<file path="config.mk">
export PLATFORM = sky130hd
export DESIGN_NAME = irq_autovec_enc
export DESIGN_NICKNAME = d
export VERILOG_FILES = /design/src/rtl/irq_enc_pkg.sv /design/src/rtl/irq_line_ctr.sv /design/src/rtl/irq_prio_pick.sv /design/src/rtl/irq_autovec_enc.sv
export SDC_FILE = /design/constraint.sdc
export NUM_CORES = 1
export LEC_CHECK = 0
export BUFFER_PORTS_ARGS = -buffer_cell sky130_fd_sc_hd__buf_4
export CORE_AREA = 2 2 192 194
export CTS_BUF_LIST = sky130_fd_sc_hd__clkbuf_8
export DETAILED_ROUTE_END_ITERATION = 10
export DIE_AREA = 0 0 194 196
export SLEW_MARGIN = 20
export SYNTH_ARGS = -nofsm -noshare
export SYNTH_HDL_FRONTEND = slang
export SYNTH_SLANG_ARGS = --single-unit
</file>
<file path="constraint.sdc">
create_clock -name clk -period 5.5 [get_ports clk]
set_input_delay 1.1 -clock clk [delete_from_list [all_inputs] [get_ports clk]]
set_output_delay 1.1 -clock clk [all_outputs]
set_load 0.1 [all_outputs]
</file>
<file path="src/rtl/irq_enc_pkg.sv">
package irq_enc_pkg;
  localparam int unsigned DEF_LINES    = 7;
  localparam int unsigned DEF_CNT_W    = 32;
  localparam int unsigned DEF_VEC_W    = 8;
  localparam int unsigned DEF_VEC_BASE = 24;
endpackage

</file>
<file path="src/rtl/irq_line_ctr.sv">
module irq_line_ctr #(
  parameter int unsigned CNT_W = 32
) (
  input  logic             clk,
  input  logic             rst_n,
  input  logic             line_in,
  output logic             pend_q,
  output logic [CNT_W-1:0] rise_cnt_q
);
  logic rise;
  assign rise = line_in & ~pend_q;

  always_ff @(posedge clk or negedge rst_n) begin
    if (!rst_n) begin
      pend_q     <= 1'b0;
      rise_cnt_q <= '0;
    end else begin
      pend_q <= line_in;
      if (rise) rise_cnt_q <= rise_cnt_q + 1'b1;
    end
  end
endmodule

</file>
<file path="src/rtl/irq_prio_pick.sv">
module irq_prio_pick #(
  parameter int unsigned N_LINES = 7,
  localparam int unsigned LVL_W  = $clog2(N_LINES + 1)
) (
  input  logic [N_LINES-1:0] active,
  output logic [LVL_W-1:0]   level
);
  always_comb begin
    level = '0;
    for (int i = 0; i < int'(N_LINES); i++) begin
      if (active[i]) level = LVL_W'(i + 1);
    end
  end
endmodule

</file>
<file path="src/rtl/irq_autovec_enc.sv">
module irq_autovec_enc
  import irq_enc_pkg::*;
#(
  parameter int unsigned N_LINES  = DEF_LINES,
  parameter int unsigned CNT_W    = DEF_CNT_W,
  parameter int unsigned VEC_W    = DEF_VEC_W,
  parameter int unsigned VEC_BASE = DEF_VEC_BASE,
  localparam int unsigned LVL_W   = $clog2(N_LINES + 1),
  localparam int unsigned ADDR_W  = $clog2(N_LINES + 1)
) (
  input  logic               clk,
  input  logic               rst_n,
  input  logic [N_LINES-1:0] irq_req,
  input  logic               nmi_req,
  input  logic [ADDR_W-1:0]  rd_addr,
  output logic [CNT_W-1:0]   rd_data,
  output logic [LVL_W-1:0]   ipl_o,
  output logic [VEC_W-1:0]   vec_o
);
  logic [N_LINES-1:0] eff_req;
  logic [N_LINES-1:0] pend;
  logic [CNT_W-1:0]   cnt_a [N_LINES];
  logic [LVL_W-1:0]   lvl_nxt;
  logic [VEC_W-1:0]   vec_nxt;

  assign eff_req = irq_req | {nmi_req, {(N_LINES-1){1'b0}}};

  for (genvar g = 0; g < N_LINES; g++) begin : g_line
    irq_line_ctr #(.CNT_W(CNT_W)) line_i (
      .clk        (clk),
      .rst_n      (rst_n),
      .line_in    (eff_req[g]),
      .pend_q     (pend[g]),
      .rise_cnt_q (cnt_a[g])
    );
  end

  irq_prio_pick #(.N_LINES(N_LINES)) pick_i (
    .active (eff_req),
    .level  (lvl_nxt)
  );

  assign vec_nxt = (lvl_nxt == '0) ? '0 : VEC_W'(VEC_BASE) + VEC_W'(lvl_nxt);

  always_ff @(posedge clk or negedge rst_n) begin
    if (!rst_n) begin
      ipl_o <= '0;
      vec_o <= '0;
    end else begin
      ipl_o <= lvl_nxt;
      vec_o <= vec_nxt;
    end
  end

  always_comb begin
    rd_data = '0;
    if (rd_addr == '0) rd_data = CNT_W'(pend);
    for (int k = 0; k < int'(N_LINES); k++) begin
      if (rd_addr == ADDR_W'(k + 1)) rd_data = cnt_a[k];
    end
  end
endmodule

</file>
==> results.sh, run 1 <==
export IMPL_nFillCells=3605
export IMPL_crit_path_start_kind="input pin"
export IMPL_grt_setup_unrepaired="false"
export IMPL_firstDrtPassIters=5
export IMPL_cts_buffers=42
export IMPL_drcViolationCount=0
export IMPL_hold_viol=0
export IMPL_grt_max_degree=108
export IMPL_cts_max_path_buffers=3
export IMPL_cts_tree="yes"
export IMPL_synth_area_um2=12100
export IMPL_route_vias_total=8739
export IMPL_post_route_min_period_ps=4430
export IMPL_clk_pin_slew_ps=50
export IMPL_syn_to_final_growth_pct=13.5
export IMPL_status="completed"
export IMPL_yosys_most_used_dff="dfrtp_1"
export IMPL_worstSetupPathType="input pin to primary output"
export IMPL_register_area_um2=5930
export IMPL_ctsHoldBuffers=0
export IMPL_die_area_um2=38000
export IMPL_worstSetupStartpoint="rd_addr[2]"
export IMPL_p_per_area_nw_per_um2=317
export IMPL_yosysUniqueCellTypes=55
export IMPL_die_y_um=196
export IMPL_floorplan_initialDensity_pct=33.5
export IMPL_grt_pass1_wl_mm=48.9
export IMPL_skew_ps=14.7
export IMPL_synth_async_reset_ratio_pct=100
export IMPL_ys_ff_latch=237
export IMPL_syn_inst=1096
export IMPL_routed_wl_mm=30.6
export IMPL_relSlewSlack_pct=41.7
export IMPL_critical_path_required_ps=4400
export IMPL_fin_setup_tns_ps=0
export IMPL_slew_violations=0
export IMPL_htreeDepth=2
export IMPL_root_buffer="clkbuf_8"
export IMPL_ant_nets=0
export IMPL_min_from="g_line[5].line_i.rise_cnt_q[31]$_DFFE_PN0P_"
export IMPL_nNetsFinal=1182
export IMPL_p_leak_uw=0.00605
export IMPL_gp_congestion=0.930
export IMPL_core_area_um2=36100
export IMPL_clock_sinks=237
export IMPL_antenna_found_initial=0
export IMPL_std_cell_rows=70
export IMPL_fin_crit_sh_pct=80.5
export IMPL_placed_cells=1586
export IMPL_synth_top_area_share_pct=49.0
export IMPL_io_buffers=52
export IMPL_tightestPinTransition_ps=874
export IMPL_worstPathArrival_ps=3330
export IMPL_path_max_fanout=22
export IMPL_clk_latency_ps=530
export IMPL_grt_usage_pct=16.2
export IMPL_grt_overflow_total=0
export IMPL_first_iter_violations=825
export IMPL_cts_setup_buffers=0
export IMPL_hp_class="register to register"
export IMPL_antenna_cells=0
export IMPL_avgSynthCellArea_um2=11.0
export IMPL_synth_edf_count=0
export IMPL_ir_drop_mv=0.482
export IMPL_synth_area_leader_cell="dfrtp_1"
export IMPL_multi_input_area_um2=5900
export IMPL_final_cells=1652
export IMPL_io_pins=56
export IMPL_wl_per_cell_um=18.5
export IMPL_vias_per_cell=5.29
export IMPL_max_freq_mhz=226
export IMPL_r2r_start="g_line[0].line_i.pend_q$_DFF_PN0_"
export IMPL_die_w_um=194
export IMPL_ys_warn_count=0
export IMPL_synthTopCellsByArea="dfrtp_1 49%, xnor2_1 11%, mux4_2 4.3%"
export IMPL_dpl_hpwl_mm=22.5
export IMPL_grt_pass1_vias=8615
export IMPL_drv_cap=0
export IMPL_cts_resized=0
export IMPL_final_layout_size_suffix_gt1_share_pct=16.4
export IMPL_crit_path_end_kind="primary output"
export IMPL_finalSetupViolCount=0
export IMPL_yosysSeqAreaShare_pct=49.0
stage by stage:
step	hold WS [ps]	worst slack, ps	util [%]	area (um^2)	total power [uW]
final	468	1070	38.0	13700	4350
after global routing	480	952	38.0	13700	4570
after detailed placement	460	1210	36.0	13000	2890
after floorplan	436	84.9	-	12100	2630
after CTS	471	1200	38.0	13700	4400
after global placement	456	1270	36.0	13000	2870
critical path: stages:
cell and delay, ps:
buf_4 290, nor2b_1 750, a221oi_1 220, a221oi_1 550, buf_4 410
state kept, by name, indices dropped and copies added (netlist names):
register and count:
g_line.line_i.rise_cnt_q 224, g_line.line_i.pend_q 7, ipl_o 3, vec_o 3
layer usage:
| metal | vias to the layer above | part of all wire, % | wire (um) | global-route usage [%] |
|---|---|---|---|---|
| li1 | 4041 | - | - | - |
| met1 | 4367 | 46 | 14100 | 23.1 |
| met2 | 274 | 45 | 13600 | 24.9 |
| met3 | 57 | 7.4 | 2250 | 3.95 |
| met4 | 0 | 1.9 | 595 | 4.07 |
| met5 | - | 0 | 0 | 0 |
cell usage after synthesis, types with 15 or more instances:
library cell and count:
a21oi_1 16, a221oi_1 24, and2_1 15, and3_1 30
and4_1 28, clkbuf_1 18, dfrtp_1 237, inv_1 23
mux2_2 40, mux4_2 23, nand2_1 96, nand3_1 64
nand4_1 57, nor2_1 68, nor3_1 16, xnor2_1 158
xor2_1 59
report_power, final:
| group | leakage [uW] | internal (uW) | switching, uW |
|---|---|---|---|
| combinational | 0.00244 | 261 | 475 |
| clock | 0.000435 | 797 | 696 |
| sequential | 0.00318 | 1900 | 229 |
cells in the final DEF (no fill, tap or decap), types with 24 or more instances in the layout:
cell type  synthesis  layout
nor2_1            68      68
inv_1             23      37
and4_1            28      28
and3_1            30      30
a221oi_1          24      24
nand2_1           96      96
mux2_2            40      40
clkbuf_8           0      49
buf_4              5      59
dfrtp_1          237     237
nand4_1           57      57
xnor2_1          158     158
nand3_1           64      64
xor2_1            59      59
kinds of logic (layout without fill, tap and decap cells):
kind of cell | after synthesis | count (layout) | synth area share (%)
AND/OR/NAND/NOR | 419 | 419 | 18.9
adder cells (fa/ha/maj) | 7 | 7 | 0.724
other | 1 | 3 | 0.0310
multiplexers | 69 | 69 | 8.50
XOR/XNOR | 217 | 217 | 15.7
AO/OA/AOI/OAI | 82 | 82 | 4.83
buffers and inverters | 64 | 150 | 2.26
flip-flops | 237 | 237 | 49.0
final cells by class:
class / count / share of cell area [%]
Clock inverter: 17 / 0.510
Clock buffer: 49 / 4.91
Timing Repair Buffer: 61 / 3.48
Multi-Input combinational cell: 797 / 43.0
Tap cell: 468 / 4.27
Inverter: 23 / 0.629
Sequential cell: 237 / 43.2
worst paths after layout:
path / endpoint / cells past startpoint / slack [ps]
max in group asynchronous: g_line[1].line_i.rise_cnt_q[5]$_DFFE_PN0P_ / 2 / 3700
min: g_line[5].line_i.rise_cnt_q[31]$_DFFE_PN0P_ / 1 / 470
min in group asynchronous: g_line[6].line_i.rise_cnt_q[4]$_DFFE_PN0P_ / 1 / 630
min reg2reg: g_line[5].line_i.rise_cnt_q[31]$_DFFE_PN0P_ / 1 / 470
max: rd_data[13] / 5 / 1070
max reg2reg: g_line[0].line_i.rise_cnt_q[26]$_DFFE_PN0P_ / 5 / 3150
No activity file was read; power rests on OpenSTA's default activity.
==> run 2: changes to the inputs <==
Settings changed: ABC_AREA set to 1, CORE_AREA 2 2 192 194 to 2 2 223 225, DIE_AREA 0 0 194 196 to 0 0 225 227.
Clock period 5.5 ns to 3.61 ns, I/O delays scaled along.
==> results.sh, run 2 <==
export IMPL_pwr_share_comb_pct=15.8
export IMPL_wl_per_cell_um=17.4
export IMPL_drv_cap=0
export IMPL_pwr_share_clk_pct=40.6
export IMPL_synthSimpleGateAreaFrac_pct=49.7
export IMPL_synth_xor_area_share_pct=5.47
export IMPL_grt_overflow_total=0
export IMPL_regMostFlops="g_line.line_i.rise_cnt_q"
export IMPL_die_w_um=225
export IMPL_yosysMostFrequentCell="nand2_1"
export IMPL_io_pins=56
export IMPL_synth_fa_ha_area_share_pct=0.537
export IMPL_holdWs_ps=10.8
export IMPL_fin_crit_sh_pct=90.9
export IMPL_dpl_hpwl_mm=45.3
export IMPL_status="completed"
export IMPL_tightestPinTransition_ps=978
export IMPL_antenna_found_initial=1
export IMPL_yosysUniqueCellTypes=34
export IMPL_final_layout_size_suffix_gt1_share_pct=7.47
export IMPL_std_cell_rows=81
export IMPL_crit_path_start_kind="input pin"
export IMPL_cts_buffers=46
export IMPL_clk_latency_ps=630
export IMPL_clock_sinks=237
export IMPL_yosys_most_used_dff="dfrtp_1"
export IMPL_grt_setup_unrepaired="false"
export IMPL_core_area_um2=48500
export IMPL_skew_ps=33.1
export IMPL_cts_resized=0
export IMPL_cts_setup_buffers=0
export IMPL_fin_setup_tns_ps=0
export IMPL_largestRegisters="g_line.line_i.rise_cnt_q (224), g_line.line_i.pend_q (7)"
export IMPL_dr_max_layer_used="met5"
export IMPL_synth_edf_count=0
export IMPL_io_buffers=52
export IMPL_gp_congestion=0.982
export IMPL_slowest_delay_ps=740
export IMPL_synthMuxAreaShare_pct=0
export IMPL_relSlewSlack_pct=34.7
export IMPL_synth_top_area_share_pct=36.3
export IMPL_nFillCells=5224
export IMPL_p_switching_uw=2650
export IMPL_drcViolationCount=0
export IMPL_synth_async_reset_ratio_pct=100
export IMPL_cp_common_cell="buf_4"
export IMPL_p_per_area_nw_per_um2=414
export IMPL_hp_class="input pin to async pin"
export IMPL_synth_top_family_by_area="simple AND/OR/NAND/NOR gates"
export IMPL_rrSetupSlack_ps=1530
export IMPL_cts_tree="yes"
export IMPL_internal_power_uw=4970
export IMPL_die_y_um=227
export IMPL_routed_wl_mm=58.2
export IMPL_worstSetupPathType="input pin to primary output"
export IMPL_most_common_layout_cells="1,187 x nand2_1, 410 x nor2_1, 257 x inv_1"
export IMPL_crit_path_end_kind="primary output"
export IMPL_avgSynthCellArea_um2=6.24
export IMPL_place_area_um2=17400
export IMPL_hold_viol=0
export IMPL_finalSetupViolCount=0
export IMPL_nNetsFinal=2698
export IMPL_path_max_fanout=43
export IMPL_multi_input_area_um2=9150
export IMPL_worstPathArrival_ps=2560
export IMPL_wl_met2_mm=26.5
export IMPL_power_frac_seq_pct=43.6
export IMPL_syn_inst=2616
export IMPL_worst_path_max_delay_cell="nor3_4"
export IMPL_design_area_um2=18400
export IMPL_ctsHoldBuffers=0
export IMPL_synth_area_leader_cell="dfrtp_1"
export IMPL_grt_usage_pct=23.2
export IMPL_p_sw_share_pct=34.8
export IMPL_wl_met1_mm=24.9
export IMPL_fin_util_pct=38.0
export IMPL_ir_drop_mv=0.320
export IMPL_r2r_start="g_line[6].line_i.rise_cnt_q[0]$_DFFE_PN0P_"
export IMPL_total_power_uw=7630
export IMPL_ys_ff_latch=237
export IMPL_slew_violations=0
export IMPL_critical_path_required_ps=2890
export IMPL_clk_pin_slew_ps=70
export IMPL_firstDrtPassIters=6
export IMPL_floorplan_initialDensity_pct=33.6
export IMPL_wl_met3_mm=4.45
export IMPL_synth_area_um2=16300
export IMPL_first_iter_violations=1647
export IMPL_synth_compound_area_share_pct=0.268
export IMPL_largest_reg_flops=224
export IMPL_syn_to_final_growth_pct=12.9
export IMPL_vias_per_cell=5.08
export IMPL_final_common_cell="nand2_1"
export IMPL_route_vias_total=17000
export IMPL_ys_warn_count=0
export IMPL_post_route_min_period_ps=3280
export IMPL_r2r_cells=8
export IMPL_antenna_cells=0
export IMPL_synthTopCellsByArea="dfrtp_1 36%, nand2_1 27%, nor2_1 9.4%"
export IMPL_grt_pass1_vias=15800
export IMPL_p_leak_uw=0.00851
export IMPL_cts_max_path_buffers=3
export IMPL_die_area_um2=51100
export IMPL_root_buffer="clkbuf_8"
export IMPL_reg2reg_to="g_line[6].line_i.rise_cnt_q[16]$_DFFE_PN0P_"
export IMPL_ant_nets=0
export IMPL_ys_top_cells_by_count="1,187 x nand2_1, 410 x nor2_1, 249 x inv_1"
export IMPL_max_freq_mhz=305
export IMPL_yosysSeqAreaShare_pct=36.3
export IMPL_grt_pass1_wl_mm=90.6
export IMPL_register_area_um2=5930
export IMPL_grt_max_degree=84
export IMPL_cp_cell_sequence="buf_4, nor3_4, nand2_1, nand3_1, nor2_1, nand4_1, buf_4"
export IMPL_htreeDepth=2
-- run 2: changes by cell type in the layout (fill, tap and decap cells not counted), sizes merged, moves of 23 or more --
| cell | previous run | this run |
|---|---|---|
| a221oi | 24 | 0 |
| nand3 | 65 | 156 |
| and4 | 28 | 0 |
| mux2 | 40 | 0 |
| nor2 | 68 | 452 |
| and3 | 30 | 0 |
| nand2 | 96 | 1188 |
| inv | 37 | 263 |
| mux4 | 23 | 0 |
| xnor2 | 158 | 32 |
| nand4 | 58 | 122 |
-- run 2: power by group through the flow --
stage | registers (uW) | logic (uW) | clock network [uW]
detailed placement | 3360 | 1200 | 0
global placement | 3360 | 1190 | 0
CTS | 3310 | 1210 | 3170
finish | 3330 | 1200 | 3100
global route | 3350 | 1330 | 3280
floorplan | 3150 | 877 | 0
-- run 2: worst max-delay path by stage --
stage | startpoint | to | slack [ps]
4_1_cts | rd_addr[1] | rd_data[26] | 380
5_1_grt | rd_addr[1] | rd_data[30] | 160
3_5_place_dp | rd_addr[1] | rd_data[26] | 390
3_3_place_gp | rd_addr[1] | rd_data[14] | 390
6_report | rd_addr[1] | rd_data[26] | 330
2_1_floorplan | rd_addr[0] | rd_data[26] | 530
-- run 2: cells by family after synthesis --
logic type | count (synthesis)
and+or+nand+nor | 1950
AOI/OAI and AO/OA | 7
xor gates and xnor gates | 102
adders and majority gates | 7
other | 1
DFF | 237
buffers and inverters | 312
-- run 2: critical path: cells and delay by family --
kind	cells	cell delay [ps]
AND/OR/NAND/NOR	5	1240
buffers and inverters	2	580
-- run 2: per-layer routing --
| layer | vias to the layer above | track usage, % |
|---|---|---|
| met2 | 660 | 38.0 |
| met3 | 145 | 3.82 |
| met5 | - | 0 |
| met4 | 2 | 9.68 |
| met1 | 7934 | 30.6 |
| li1 | 8216 | - |
-- run 2: cell type report --
class	count	share of cell area [%]
repair buffers	69	2.99
multi-input cells	2069	49.7
flip-flops and latches	237	32.2
clock inverters	23	1.02
clock buffers	63	4.71
inverters	255	5.21
well taps	622	4.22
-- run 2: per-stage QoR --
stage,worst slack [ps],instances
CTS,382,3338
finish,330,3338
global placement,392,3252
global route,159,3338
detailed placement,392,3252
floorplan,528,2618
==> run 3: changes to the inputs <==
Settings changed: CORE_AREA 2 2 223 225 to 2 2 181 183, DIE_AREA 0 0 225 227 to 0 0 183 185, PLACE_DENSITY set to 0.7.
==> results.sh, run 3 (synthesis gave the netlist of run 2 again) <==
export IMPL_status="completed"
export IMPL_syn_to_final_growth_pct=10.4
export IMPL_relSlewSlack_pct=41.5
export IMPL_crit_path_end_kind="primary output"
export IMPL_post_route_min_period_ps=3240
export IMPL_crit_path_start_kind="input pin"
export IMPL_skew_ps=15.3
export IMPL_p_switching_uw=2510
export IMPL_die_w_um=183
export IMPL_die_y_um=185
export IMPL_pwr_share_clk_pct=37.3
export IMPL_hold_viol=0
export IMPL_first_iter_violations=1850
export IMPL_route_vias_total=16900
export IMPL_regMostFlops="g_line.line_i.rise_cnt_q"
export IMPL_max_freq_mhz=309
export IMPL_ant_nets=0
export IMPL_finalSetupViolCount=0
export IMPL_p_per_area_nw_per_um2=398
export IMPL_grt_max_degree=96
export IMPL_core_area_um2=32000
export IMPL_clock_sinks=237
export IMPL_p_leak_uw=0.00845
export IMPL_cts_setup_buffers=0
export IMPL_worstSetupPathType="input pin to primary output"
export IMPL_nFillCells=3209
export IMPL_grt_overflow_total=0
export IMPL_power_frac_seq_pct=45.5
export IMPL_largestRegisters="g_line.line_i.rise_cnt_q (224), g_line.line_i.pend_q (7)"
export IMPL_vias_per_cell=5.43
export IMPL_internal_power_uw=4660
export IMPL_fin_crit_sh_pct=89.7
export IMPL_root_buffer="clkbuf_8"
export IMPL_antenna_cells=0
export IMPL_grt_usage_pct=33.2
export IMPL_clk_latency_ps=620
export IMPL_drcViolationCount=0
export IMPL_pwr_share_comb_pct=17.2
export IMPL_final_common_cell="nand2_1"
export IMPL_critical_path_required_ps=2890
export IMPL_cts_tree="yes"
export IMPL_io_buffers=52
export IMPL_grt_setup_unrepaired="false"
export IMPL_floorplan_initialDensity_pct=50.9
export IMPL_dpl_worst_slack_ps=444
export IMPL_ctsHoldBuffers=0
export IMPL_gp_congestion=1.01
export IMPL_path_max_fanout=43
export IMPL_tightestPinTransition_ps=876
export IMPL_cts_resized=0
export IMPL_grt_pass1_wl_mm=86.3
export IMPL_std_cell_rows=66
export IMPL_largest_reg_flops=224
export IMPL_ir_drop_mv=0.414
export IMPL_hp_class="input pin to async pin"
export IMPL_p_sw_share_pct=35.0
export IMPL_firstDrtPassIters=10
export IMPL_routed_wl_mm=54.8
export IMPL_cts_max_path_buffers=3
export IMPL_wl_per_cell_um=17.6
export IMPL_most_common_layout_cells="1,187 x nand2_1, 410 x nor2_1, 263 x inv_1"
export IMPL_htreeDepth=2
export IMPL_setup_ws_ps=373
export IMPL_slew_violations=0
export IMPL_fin_setup_tns_ps=0
export IMPL_io_pins=56
export IMPL_worstPathArrival_ps=2520
export IMPL_antenna_found_initial=1
export IMPL_clk_pin_slew_ps=50
export IMPL_holdWs_ps=154
export IMPL_final_layout_size_suffix_gt1_share_pct=6.98
export IMPL_drv_cap=0
export IMPL_grt_pass1_vias=15500
export IMPL_dpl_hpwl_mm=42.3
export IMPL_cts_buffers=45
export IMPL_die_area_um2=33900
export IMPL_nNetsFinal=2699
==> run 3: final cells by class <==
type / instances / area (um^2) / share of cell area, %
Clock buffer: 60 / 826 / 4.58
Clock inverter: 16 / 65.1 / 0.361
Inverter: 255 / 960 / 5.32
Multi-Input combinational cell: 2069 / 9150 / 50.8
Sequential cell: 237 / 5930 / 32.9
Tap cell: 408 / 510 / 2.83
Timing Repair Buffer: 71 / 578 / 3.21
==> run 3: through the flow <==
stage / utilization [%] / area [um^2] / power [uW] / cells
3_5_place_dp: 53.5 / 17100 / 4520 / 3040
6_report: 56.3 / 18000 / 7180 / 3116
3_3_place_gp: 53.5 / 17100 / 4510 / 3040
4_1_cts: 56.3 / 18000 / 7210 / 3116
5_1_grt: 56.3 / 18000 / 7490 / 3116
2_1_floorplan: - / 16300 / 4030 / 2618
==> run 3: worst paths after layout <==
check	startpoint	to	slack (ps)	cells past startpoint
worst min register to register	g_line[3].line_i.rise_cnt_q[17]$_DFFE_PN0P_	g_line[3].line_i.rise_cnt_q[17]$_DFFE_PN0P_	520	2
min in group clk	irq_req[0]	g_line[0].line_i.pend_q$_DFF_PN0_	250	1
max in group asynchronous	rst_n	g_line[4].line_i.rise_cnt_q[7]$_DFFE_PN0P_	2660	2
worst max register to register	g_line[0].line_i.pend_q$_DFF_PN0_	g_line[0].line_i.rise_cnt_q[17]$_DFFE_PN0P_	1560	8
worst max-delay path	rd_addr[0]	rd_data[13]	370	9
worst min-delay path	rst_n	g_line[2].line_i.rise_cnt_q[25]$_DFFE_PN0P_	150	1
==> run 3: worst max-delay path: stages <==
cell,delay [ps]
buf_4,370
inv_4,170
nand3_1,140
inv_2,180
nand2_1,110
nand3_1,90
nor2_1,230
nand4_1,200
buf_4,280
==> run 3: routing by layer <==
| metal | share of wire [%] | global-route usage, % | vias to the layer above | routed length [um] |
|---|---|---|---|---|
| met4 | 4.0 | 13.2 | 2 | 2210 |
| met5 | 0.024 | 0 | - | 13 |
| met3 | 9.5 | 5.49 | 123 | 5180 |
| li1 | - | - | 8208 | - |
| met2 | 45 | 53.4 | 775 | 24700 |
| met1 | 41 | 44.9 | 7809 | 22600 |
==> run 3: power by group through the flow <==
| stage | logic, uW | clock network [uW] | registers (uW) |
|---|---|---|---|
| finish | 1240 | 2670 | 3270 |
| global route | 1360 | 2840 | 3290 |
| CTS | 1230 | 2720 | 3260 |
| detailed placement | 1220 | 0 | 3300 |
| global placement | 1210 | 0 | 3290 |
| floorplan | 877 | 0 | 3150 |
